### src/rtl/nseq_pkg.sv
package nseq_pkg;
  typedef enum logic [3:0] {
    OP_BAD, OP_RD1, OP_RD2, OP_CB2, OP_CO1, OP_CO2, OP_PG1, OP_PG2,
    OP_X85, OP_ER1, OP_ER2, OP_ID, OP_ST, OP_ECC, OP_RST
  } op_e;

  typedef enum logic [1:0] {OS_DATA, OS_STATUS, OS_ID, OS_ECC} osel_e;

  typedef enum logic [2:0] {
    PD_NONE, PD_FULL_RD, PD_FULL_PG, PD_COL_OUT, PD_COL_IN, PD_ROW_ER, PD_ID
  } pend_e;
endpackage

### src/rtl/nseq_op_decode.sv
module nseq_op_decode
  import nseq_pkg::*;
(
  input  logic [7:0] code,
  output op_e        op
);
  always_comb begin
    case (code)
      8'h00: op = OP_RD1;
      8'h30: op = OP_RD2;
      8'h35: op = OP_CB2;
      8'h05: op = OP_CO1;
      8'hE0: op = OP_CO2;
      8'h80: op = OP_PG1;
      8'h10: op = OP_PG2;
      8'h85: op = OP_X85;
      8'h60: op = OP_ER1;
      8'hD0: op = OP_ER2;
      8'h90: op = OP_ID;
      8'h70: op = OP_ST;
      8'h7A: op = OP_ECC;
      8'hFF: op = OP_RST;
      default: op = OP_BAD;
    endcase
  end
endmodule

### src/rtl/nseq_addr_stage.sv
module nseq_addr_stage
  import nseq_pkg::*;
#(
  parameter int DW    = 8,
  parameter int COL_W = 12,
  parameter int ROW_W = 16
) (
  input  logic             clk,
  input  logic             rst,
  input  logic             clr,
  input  logic             ab_we,
  input  pend_e            pend,
  input  logic [DW-1:0]    ab,
  output logic [COL_W-1:0] col_stage,
  output logic [ROW_W-1:0] row_stage,
  output logic [2:0]       ab_cnt
);
  localparam int CHI = COL_W - DW;
  localparam int RHI = ROW_W - DW;

  always_ff @(posedge clk) begin
    if (rst) begin
      col_stage <= '0;
      row_stage <= '0;
      ab_cnt    <= '0;
    end else if (clr) begin
      ab_cnt <= '0;
    end else if (ab_we) begin
      if (ab_cnt != 3'd7) ab_cnt <= ab_cnt + 3'd1;
      case (pend)
        PD_FULL_RD, PD_FULL_PG: begin
          case (ab_cnt)
            3'd0: col_stage[DW-1:0]     <= ab;
            3'd1: col_stage[COL_W-1:DW] <= ab[CHI-1:0];
            3'd2: row_stage[DW-1:0]     <= ab;
            3'd3: row_stage[ROW_W-1:DW] <= ab[RHI-1:0];
            default: ;
          endcase
        end
        PD_COL_OUT, PD_COL_IN: begin
          if (ab_cnt == 3'd0) col_stage[DW-1:0] <= ab;
          else if (ab_cnt == 3'd1) col_stage[COL_W-1:DW] <= ab[CHI-1:0];
        end
        PD_ROW_ER: begin
          if (ab_cnt == 3'd0) row_stage[DW-1:0] <= ab;
          else if (ab_cnt == 3'd1) row_stage[ROW_W-1:DW] <= ab[RHI-1:0];
        end
        default: ;
      endcase
    end
  end

  // bytes beyond the fourth of a full address leave the staged address alone
  a_r3_extra_byte_ignored: assert property (@(posedge clk) disable iff (rst)
    $past(ab_we && !clr && ab_cnt >= 3'd4 && (pend == PD_FULL_RD || pend == PD_FULL_PG))
    |-> (col_stage == $past(col_stage) && row_stage == $past(row_stage)));
endmodule

### src/rtl/nseq_front.sv
module nseq_front
  import nseq_pkg::*;
#(
  parameter int DW    = 8,
  parameter int COL_W = 12,
  parameter int ROW_W = 16
) (
  input  logic             clk,
  input  logic             rst,
  input  logic             wr_stb,
  input  logic             rd_stb,
  input  logic             cle,
  input  logic             ale,
  input  logic [DW-1:0]    io_in,
  input  logic             wp_n,
  input  logic             busy,
  output logic             go_read,
  output logic             go_cbread,
  output logic             go_prog,
  output logic             go_cbprog,
  output logic             go_erase,
  output logic             go_id,
  output logic             go_status,
  output logic             go_ecc,
  output logic             go_reset,
  output logic             din_wr,
  output logic [COL_W-1:0] din_col,
  output logic [DW-1:0]    din_byte,
  output logic [COL_W-1:0] col_addr,
  output logic [ROW_W-1:0] row_addr,
  output logic [1:0]       out_sel
);
  localparam int CHI = COL_W - DW;
  localparam int RHI = ROW_W - DW;

  op_e   op;
  pend_e pend;
  osel_e os_q;
  logic  prog_open, cb_prog, cb_ok;
  logic [COL_W-1:0] col_stage;
  logic [ROW_W-1:0] row_stage;
  logic [2:0]       ab_cnt;

  nseq_op_decode u_dec (.code(io_in[7:0]), .op(op));

  logic cmd_we, cmd_acc, adr_we, dat_we, stage_we, stage_clr;
  assign cmd_we  = wr_stb && cle && !ale;
  assign cmd_acc = cmd_we && (op != OP_BAD) && (!busy || op == OP_ST || op == OP_RST);
  assign adr_we  = wr_stb && ale && !cle && !busy;
  assign dat_we  = wr_stb && !ale && !cle && !busy && prog_open && pend == PD_NONE;
  assign stage_we = adr_we && (pend inside {PD_FULL_RD, PD_FULL_PG, PD_COL_OUT,
                                            PD_COL_IN, PD_ROW_ER});
  assign stage_clr = cmd_acc && ((op inside {OP_RD1, OP_CO1, OP_PG1, OP_ER1, OP_ID, OP_RST})
                     || (op == OP_X85 && (prog_open || cb_ok)));

  nseq_addr_stage #(.DW(DW), .COL_W(COL_W), .ROW_W(ROW_W)) u_stage (
    .clk(clk), .rst(rst), .clr(stage_clr), .ab_we(stage_we), .pend(pend),
    .ab(io_in), .col_stage(col_stage), .row_stage(row_stage), .ab_cnt(ab_cnt)
  );

  assign out_sel = os_q;

  always_ff @(posedge clk) begin
    go_read <= 1'b0; go_cbread <= 1'b0; go_prog <= 1'b0; go_cbprog <= 1'b0;
    go_erase <= 1'b0; go_id <= 1'b0; go_status <= 1'b0; go_ecc <= 1'b0;
    go_reset <= 1'b0; din_wr <= 1'b0;
    if (rst) begin
      pend <= PD_FULL_RD; os_q <= OS_DATA;
      prog_open <= 1'b0; cb_prog <= 1'b0; cb_ok <= 1'b0;
      col_addr <= '0; row_addr <= '0; din_col <= '0; din_byte <= '0;
    end else if (cmd_acc) begin
      if (op != OP_X85) prog_open <= 1'b0;
      case (op)
        OP_RST: begin
          go_reset <= 1'b1; pend <= PD_FULL_RD; os_q <= OS_DATA; cb_ok <= 1'b0;
        end
        OP_ST, OP_ECC: begin
          if (op == OP_ST) begin go_status <= 1'b1; os_q <= OS_STATUS; end
          else begin go_ecc <= 1'b1; os_q <= OS_ECC; end
          if (pend inside {PD_FULL_PG, PD_COL_IN}) pend <= PD_NONE;
        end
        OP_RD1: begin pend <= PD_FULL_RD; os_q <= OS_DATA; end
        OP_RD2, OP_CB2: begin
          if (pend == PD_FULL_RD && ab_cnt >= 3'd4) begin
            col_addr <= col_stage; row_addr <= row_stage;
            pend <= PD_NONE; os_q <= OS_DATA;
            if (op == OP_RD2) begin go_read <= 1'b1; cb_ok <= 1'b0; end
            else begin go_cbread <= 1'b1; cb_ok <= 1'b1; end
          end
        end
        OP_CO1: pend <= PD_COL_OUT;
        OP_CO2: begin
          if (pend == PD_COL_OUT && ab_cnt >= 3'd2) begin
            col_addr <= col_stage; pend <= PD_NONE; os_q <= OS_DATA;
          end
        end
        OP_PG1: begin pend <= PD_FULL_PG; cb_prog <= 1'b0; cb_ok <= 1'b0; end
        OP_X85: begin
          if (prog_open) pend <= PD_COL_IN;
          else if (cb_ok) begin pend <= PD_FULL_PG; cb_prog <= 1'b1; cb_ok <= 1'b0; end
        end
        OP_PG2: begin
          if (prog_open) begin
            pend <= PD_NONE;
            if (wp_n) begin
              if (cb_prog) go_cbprog <= 1'b1;
              else go_prog <= 1'b1;
            end
          end
        end
        OP_ER1: pend <= PD_ROW_ER;
        OP_ER2: begin
          if (pend == PD_ROW_ER && ab_cnt >= 3'd2) begin
            pend <= PD_NONE;
            if (wp_n) begin go_erase <= 1'b1; row_addr <= row_stage; end
          end
        end
        OP_ID: begin pend <= PD_ID; os_q <= OS_ID; end
        default: ;
      endcase
    end else if (adr_we) begin
      if (pend == PD_FULL_PG && ab_cnt == 3'd3) begin
        col_addr <= col_stage;
        row_addr <= {io_in[RHI-1:0], row_stage[DW-1:0]};
        prog_open <= 1'b1; pend <= PD_NONE;
      end else if (pend == PD_COL_IN && ab_cnt == 3'd1) begin
        col_addr <= {io_in[CHI-1:0], col_stage[DW-1:0]};
        pend <= PD_NONE;
      end else if (pend == PD_ID) begin
        go_id <= 1'b1; pend <= PD_NONE;
      end
    end else if (dat_we) begin
      din_wr <= 1'b1; din_col <= col_addr; din_byte <= io_in;
      col_addr <= col_addr + 1'b1;
    end else if (rd_stb && !busy && os_q == OS_DATA) begin
      col_addr <= col_addr + 1'b1;
    end
  end

  logic [9:0] pulses;
  assign pulses = {din_wr, go_reset, go_ecc, go_status, go_id, go_erase,
                   go_cbprog, go_prog, go_cbread, go_read};

  // nothing is started in the first cycle after reset
  a_r1_quiet_after_reset: assert property (@(posedge clk) disable iff (rst)
    $past(rst) |-> pulses == '0);
  // a busy cycle starts no array work and accepts no data
  a_r8_busy_blocks: assert property (@(posedge clk) disable iff (rst)
    $past(busy) |-> !(go_read || go_cbread || go_prog || go_cbprog ||
                      go_erase || go_id || go_ecc || din_wr));
  // write protect blocks program and erase starts
  a_r7_wp_guard: assert property (@(posedge clk) disable iff (rst)
    $past(!wp_n) |-> !(go_prog || go_cbprog || go_erase));
  // read strobes in status mode hold the column
  a_r10_status_hold: assert property (@(posedge clk) disable iff (rst)
    $past(os_q == OS_STATUS && rd_stb && !wr_stb) |-> col_addr == $past(col_addr));
  // a data byte write moves the column one past the written byte
  a_r4_din_advance: assert property (@(posedge clk) disable iff (rst)
    din_wr |-> col_addr == COL_W'(din_col + 1'b1));
  // at most one start pulse per cycle
  a_r13_single_pulse: assert property (@(posedge clk) disable iff (rst)
    $onehot0(pulses));
endmodule

### config.mk
export PLATFORM = sky130hd
export DESIGN_NAME = nseq_front
export DESIGN_NICKNAME = d
export VERILOG_FILES = /design/src/rtl/nseq_pkg.sv /design/src/rtl/nseq_op_decode.sv /design/src/rtl/nseq_addr_stage.sv /design/src/rtl/nseq_front.sv
export SDC_FILE = /design/constraint.sdc
export NUM_CORES = 1
export LEC_CHECK = 0
export ABC_AREA = 1
export BUFFER_PORTS_ARGS = -buffer_cell sky130_fd_sc_hd__clkbuf_2
export CAP_MARGIN = 20
export CORE_AREA = 2 2 101 113
export CTS_CLUSTER_DIAMETER = 80
export DETAILED_ROUTE_END_ITERATION = 10
export DIE_AREA = 0 0 103 115
export PLACE_DENSITY = 0.73
export SYNTH_ARGS = -nofsm -noshare
export SYNTH_HDL_FRONTEND = slang
export SYNTH_SLANG_ARGS = --single-unit
### constraint.sdc
create_clock -name clk -period 2.79 [get_ports clk]
set_input_delay 0.837 -clock clk [delete_from_list [all_inputs] [get_ports clk]]
set_output_delay 0.837 -clock clk [all_outputs]
set_load 0.01 [all_outputs]
# Word-level counts from Yosys, hierarchy flattened
# Index checks and enable logic that the tools add are counted.
# W data, S select, Z words.
[totals]
ff_bits = 97
inputBits = 16
out_inout_bits = 60
[op_classes]
addsub = 2
n_lt_le_gt_ge = 2
n_eq_ne = 60
muxes = 64
n_bitwise = 11
reduce_logical = 73
[ops]
columns = ["op", "n"]
rows = [
  ["$mux W12", 8],
  ["$mux W16", 6],
  ["$pmux W16 S2", 2],
  ["$pmux W4 S14", 1],
  ["$eq A8 B8 Y1 const B", 6],
  ["$mux W8", 6],
  ["$pmux W12 S2", 2],
  ["$mux W3", 12],
  ["$pmux W3 S11", 1],
  ["$eq A4 B4 Y1 const B", 7],
  ["$eq A8 B7 Y1 const B", 3],
  ["$logic_and A1 B1 Y1", 22],
  ["$ne A3 B3 Y1 const B", 7],
  ["$mux W1", 18],
  ["$eq A4 B3 Y1 const B", 4],
  ["$eq A8 B6 Y1 const B", 2],
  ["$ne A2 B2 Y1 const B", 8],
  ["$reduce_and A4 Y1", 4],
  ["$reduce_or A2 Y1", 8],
  ["$add A12 B1 Y12 const B", 1],
  ["$eq A3 B2 Y1 const B", 4],
  ["$ne A12 B2 Y1 const B", 1],
  ["$reduce_and A6 Y1", 2],
  ["$reduce_bool A2 Y1", 6],
  ["other kinds (35)", 71],
]

# Longest topological paths before layout
[depth]
ltp_word = 9
mapped_depth = 18

# Cells and area by module
# A second synthesis with hierarchy kept.
[hier_totals]
hier_cells = 847
area_unflattened_um2 = 5415.2
[modules_own_cells]
columns = ["mod", "n_inst", "cells_per_inst", "area_each_um2"]
rows = [
  ["nseq_front", 1, 533, 3500.9],
  ["nseq_addr_stage", 1, 238, 1594.0],
  ["nseq_op_decode", 1, 76, 320.3],
]

# Least setup slack after synthesis
# No wires, ideal clock.
[synth_timing]
path_type = "in2reg"
start = "input port io_in[1]"
end = "register pend[1]"
arrival_ns = 2.172
t_required_ns = 2.677
path_slack_ns = 0.505
stages = 13
path_cell_list = "nor2_2 -> nand2_2 -> inv_2 -> nand2_1 -> nand3_1 -> nand3_4 -> buf_4 -> nand3_2 -> inv_1 -> nor2_1 -> nand3_1 -> nand2_1 -> nor2_1"
[synth_between]
elab_chain_len = 8
word_cells_on_any_way = 49
classes_between = "eq/ne: 34; mux: 3; reduce/logical: 12"
[synth_lines]
columns = ["element", "line_no", "source"]
rows = [
  ["from (decl)", "nseq_front.sv:14", "input logic [DW-1:0] io_in,"],
  ["$eq A8 B8 Y1 (tied with other cells)", "nseq_op_decode.sv:8", "case (code)"],
  ["$pmux W4 S14 (*)", "nseq_op_decode.sv:8", ""],
  ["$eq A4 B4 Y1", "nseq_front.sv:48, nseq_front.sv:73", ""],
  ["$logic_or A1 B1 Y1 (2 in series)", "nseq_front.sv:48", "assign cmd_acc = cmd_we && (op != OP_BAD) && (!busy || op == OP_ST || op == OP_RST);"],
  ["$logic_and A1 B1 Y1", "nseq_front.sv:48", ""],
  ["$ne A12 B2 Y1 (no source line) (tied with other cells)", "n/a", ""],
  ["$reduce_and A9 Y1 (no source line)", "n/a", ""],
  ["to (signal assigned)", "nseq_front.sv:68", "pend <= PD_FULL_RD; os_q <= OS_DATA;"],
  ["to (signal assigned)", "nseq_front.sv:75", "go_reset <= 1'b1; pend <= PD_FULL_RD; os_q <= OS_DATA; cb_ok <= 1'b0;"],
  ["to (signal assigned)", "nseq_front.sv:80", "if (pend inside {PD_FULL_PG, PD_COL_IN}) pend <= PD_NONE;"],
  ["to (decl)", "nseq_front.sv:37", "pend_e pend;"],
]
# Mark *: on every way between the ends. The rest lies on a longest branch, timed or not.
# A chain may end at the register's enable or synchronous reset.

# Final worst setup path
[layout_timing]
start = "input port io_in[6]"
end = "register pend[1]"
# The elaborated chain is that of the path after synthesis.

==> metrics <==
combinational share of power 0.080; Starting Density 0.448; CP max-delay cell buf_4; row count 40; Post-Route WL 12700 um; Max VDD drop 252 uV; gr usage total 0.222; Seq pwr share 0.487; I/O Pins 76; CTS Sinks 97; average wire per standard cell 13.9 um; final net count 783; final setup violation count 0; I/O Buffers between 70 and 80; Clock Skews ~0.0067 ns; via count 4655; vias per inst 5.10; crit path max fanout 17; root buffer cell clkbuf_16; DP HPWL 9340 um; clock buffer depth 2; Die Y about 120 um; layout cells sized above 1 0.202; CP max stage delay ~0.25 ns; fin crit period 2.39 ns; antenna violations before repair 0; Arr. time, crit path 2.64 ns; Psw slightly above 800 uW; depth of the CTS H-tree 3; EDFF count, synth 0; biggest area consumer among synthesized cells dfxtp_1; GPL Wtd Cong about 0.87; antenna viol nets, final 0; worst setup margin 0.397 ns; number of synthesized register bits 97; Yosys Warn Count 0; Setup crit end kind flip-flop; pin count of the biggest net entering global routing 47; critical path launch point type input port; most area-consuming cells after synthesis dfxtp_1 40%, nor2_1 9.9%, nand2_1 8.8%; most frequent cell after synthesis nor2_1; drt pass-1 iters 5; Num CTS Buffers 9; Post-Syn Nets 708; Hold Vio Cnt, Final 0; fmax around 420 MHz; Overflow after GRT 0; Slew Viols, Final 0; Rel. slew slack 0.598; max-cap check violation count 0; worst path required time roughly 3 ns; P per Cell Area about 520 nW/um2; post-place setup slack 0.0397 ns; ANT cells 0; status finished, final reports clean; Final period util 0.858; clock share of power 0.433; first-pass GRT wire length 20700 um; post-synthesis async set-or-reset flop share 0; Worst Hold Class reg -> reg; hold-fix buffers at CTS 0; Resized cells post-CTS 0; Die ar. 11800 um2; CTS tree done; synth cell count leaders 127 x nor2_1, 113 x nand2_1, 97 x dfxtp_1, 82 x o21ai_0, 51 x a21oi_1; drt drc 0; Internal Power 2130 uW; commonest register cell after synthesis dfxtp_1; vias in the first global route 4287; setup TNS 0 ns; synth-to-layout area growth 17.2%; Yosys cell types 42; Worst-Skew Late Latency around 0.35 ns; Sw Share 0.275; type of the worst setup path in -> reg; Clk pin slew, worst setup/hold paths roughly 0.07 ns; Least-Margin Pin Slew 0.602 ns; post-CTS setup buffers 0; Leakage approximately 0.0025 uW; Yosys top cell area share 0.404; Mapped Area between 4000 and 5000 um2; DR iter-0 viols 238; Synth Area per Inst around 7.0 um2; Syn Inst Count between 600 and 700; core area 10700 um2; Die Wd 103 um; Seq/Total Area, Yosys 0.404; crit-path cells clkbuf_2 > inv_2 > nand2_1 > nor2_2 > nand2_2 > nand3_2 > nor2_2 > nand2_4 > nand3_4 > buf_4 > nand3_2 > inv_1 > nor2_1 > nand3_1 > nand2_1 > nor2_1; RSZ-0062 raised after global routing false
-- worst paths after layout --
| path | startpoint | to | slack (ns) | depth (start not counted) |
|---|---|---|---|---|
| setup reg to reg | pend[1]$_SDFFE_PP0P_ | row_addr[1]$_SDFFE_PP0P_ | 0.71 | 10 |
| hold / removal | cb_prog$_SDFFE_PP0P_ | go_prog$_SDFF_PP0_ | 0.42 | 1 |
| hold reg to reg | cb_prog$_SDFFE_PP0P_ | go_prog$_SDFF_PP0_ | 0.42 | 1 |
| setup / recovery | io_in[6] | pend[1]$_SDFFE_PP0P_ | 0.40 | 16 |
-- flip-flops by register name (all words and copies together) (netlist names), 2 cells and up --
register / flops
u_stage.col_stage: 12
row_addr: 16
din_col: 12
pend: 3
out_sel: 2
u_stage.row_stage: 16
col_addr: 12
u_stage.ab_cnt: 3
din_byte: 8
-- cells by family after synthesis --
kind of cell               synth area share
buffers and inverters                0.0826
AOI/OAI and AO/OA                     0.192
DFF                                   0.404
xor gates and xnor gates            0.00730
adders and majority gates            0.0156
and+or+nand+nor                       0.298
-- cell usage in the layout (no fill, tap or decap), types with 9 or more instances in the layout --
cell type    n
inv_2        9
nand3_1     22
nor2_2      11
o21ai_0     82
nand2_1    113
inv_1       50
a21oi_1     51
clkbuf_16    9
buf_4       16
nor2_1     127
clkbuf_2    75
dfxtp_1     97
o21ai_1     19
nand2_2      9
-- routing by layer --
layer | wire length, um | up-vias | global-route usage
met5 | 0 | - | 0
met3 | 645 | 16 | 0.0413
met1 | 5900 | 2093 | 0.295
met2 | 5970 | 135 | 0.365
met4 | 214 | 0 | 0.0649
li1 | - | 2411 | -
-- worst max-delay path, delay by kind of cell --
kind | cells | cell delay [ns]
and+or+nand+nor | 12 | 1.26
buffers and inverters | 4 | 0.55
-- stage by stage --
stage	cells	instance area, um2	power, uW	utilization	hold WS [ns]
after floorplan	686	4800	1610	-	0.392
after global placement	897	5320	1690	0.497	0.398
after detailed placement	897	5320	1690	0.497	0.410
after CTS	913	5630	2950	0.525	0.421
after global routing	913	5630	3040	0.525	0.439
final	913	5630	2930	0.525	0.417
-- power by group through the flow --
stage / clock network [uW] / logic, uW / registers (uW)
detailed placement: 0 / 232 / 1460
global route: 1340 / 265 / 1430
CTS: 1290 / 234 / 1430
finish: 1270 / 234 / 1430
floorplan: 0 / 151 / 1460
global placement: 0 / 229 / 1460
-- cell type report --
type	instances	area (um2)
multi-input cells	500	2460
fillers	1052	5080
inverters	62	238
clock inverters	7	81.3
flip-flops and latches	97	1940
well taps	147	184
clock buffers	9	225
repair buffers	91	495
Power figures use the tool's default switching activity.
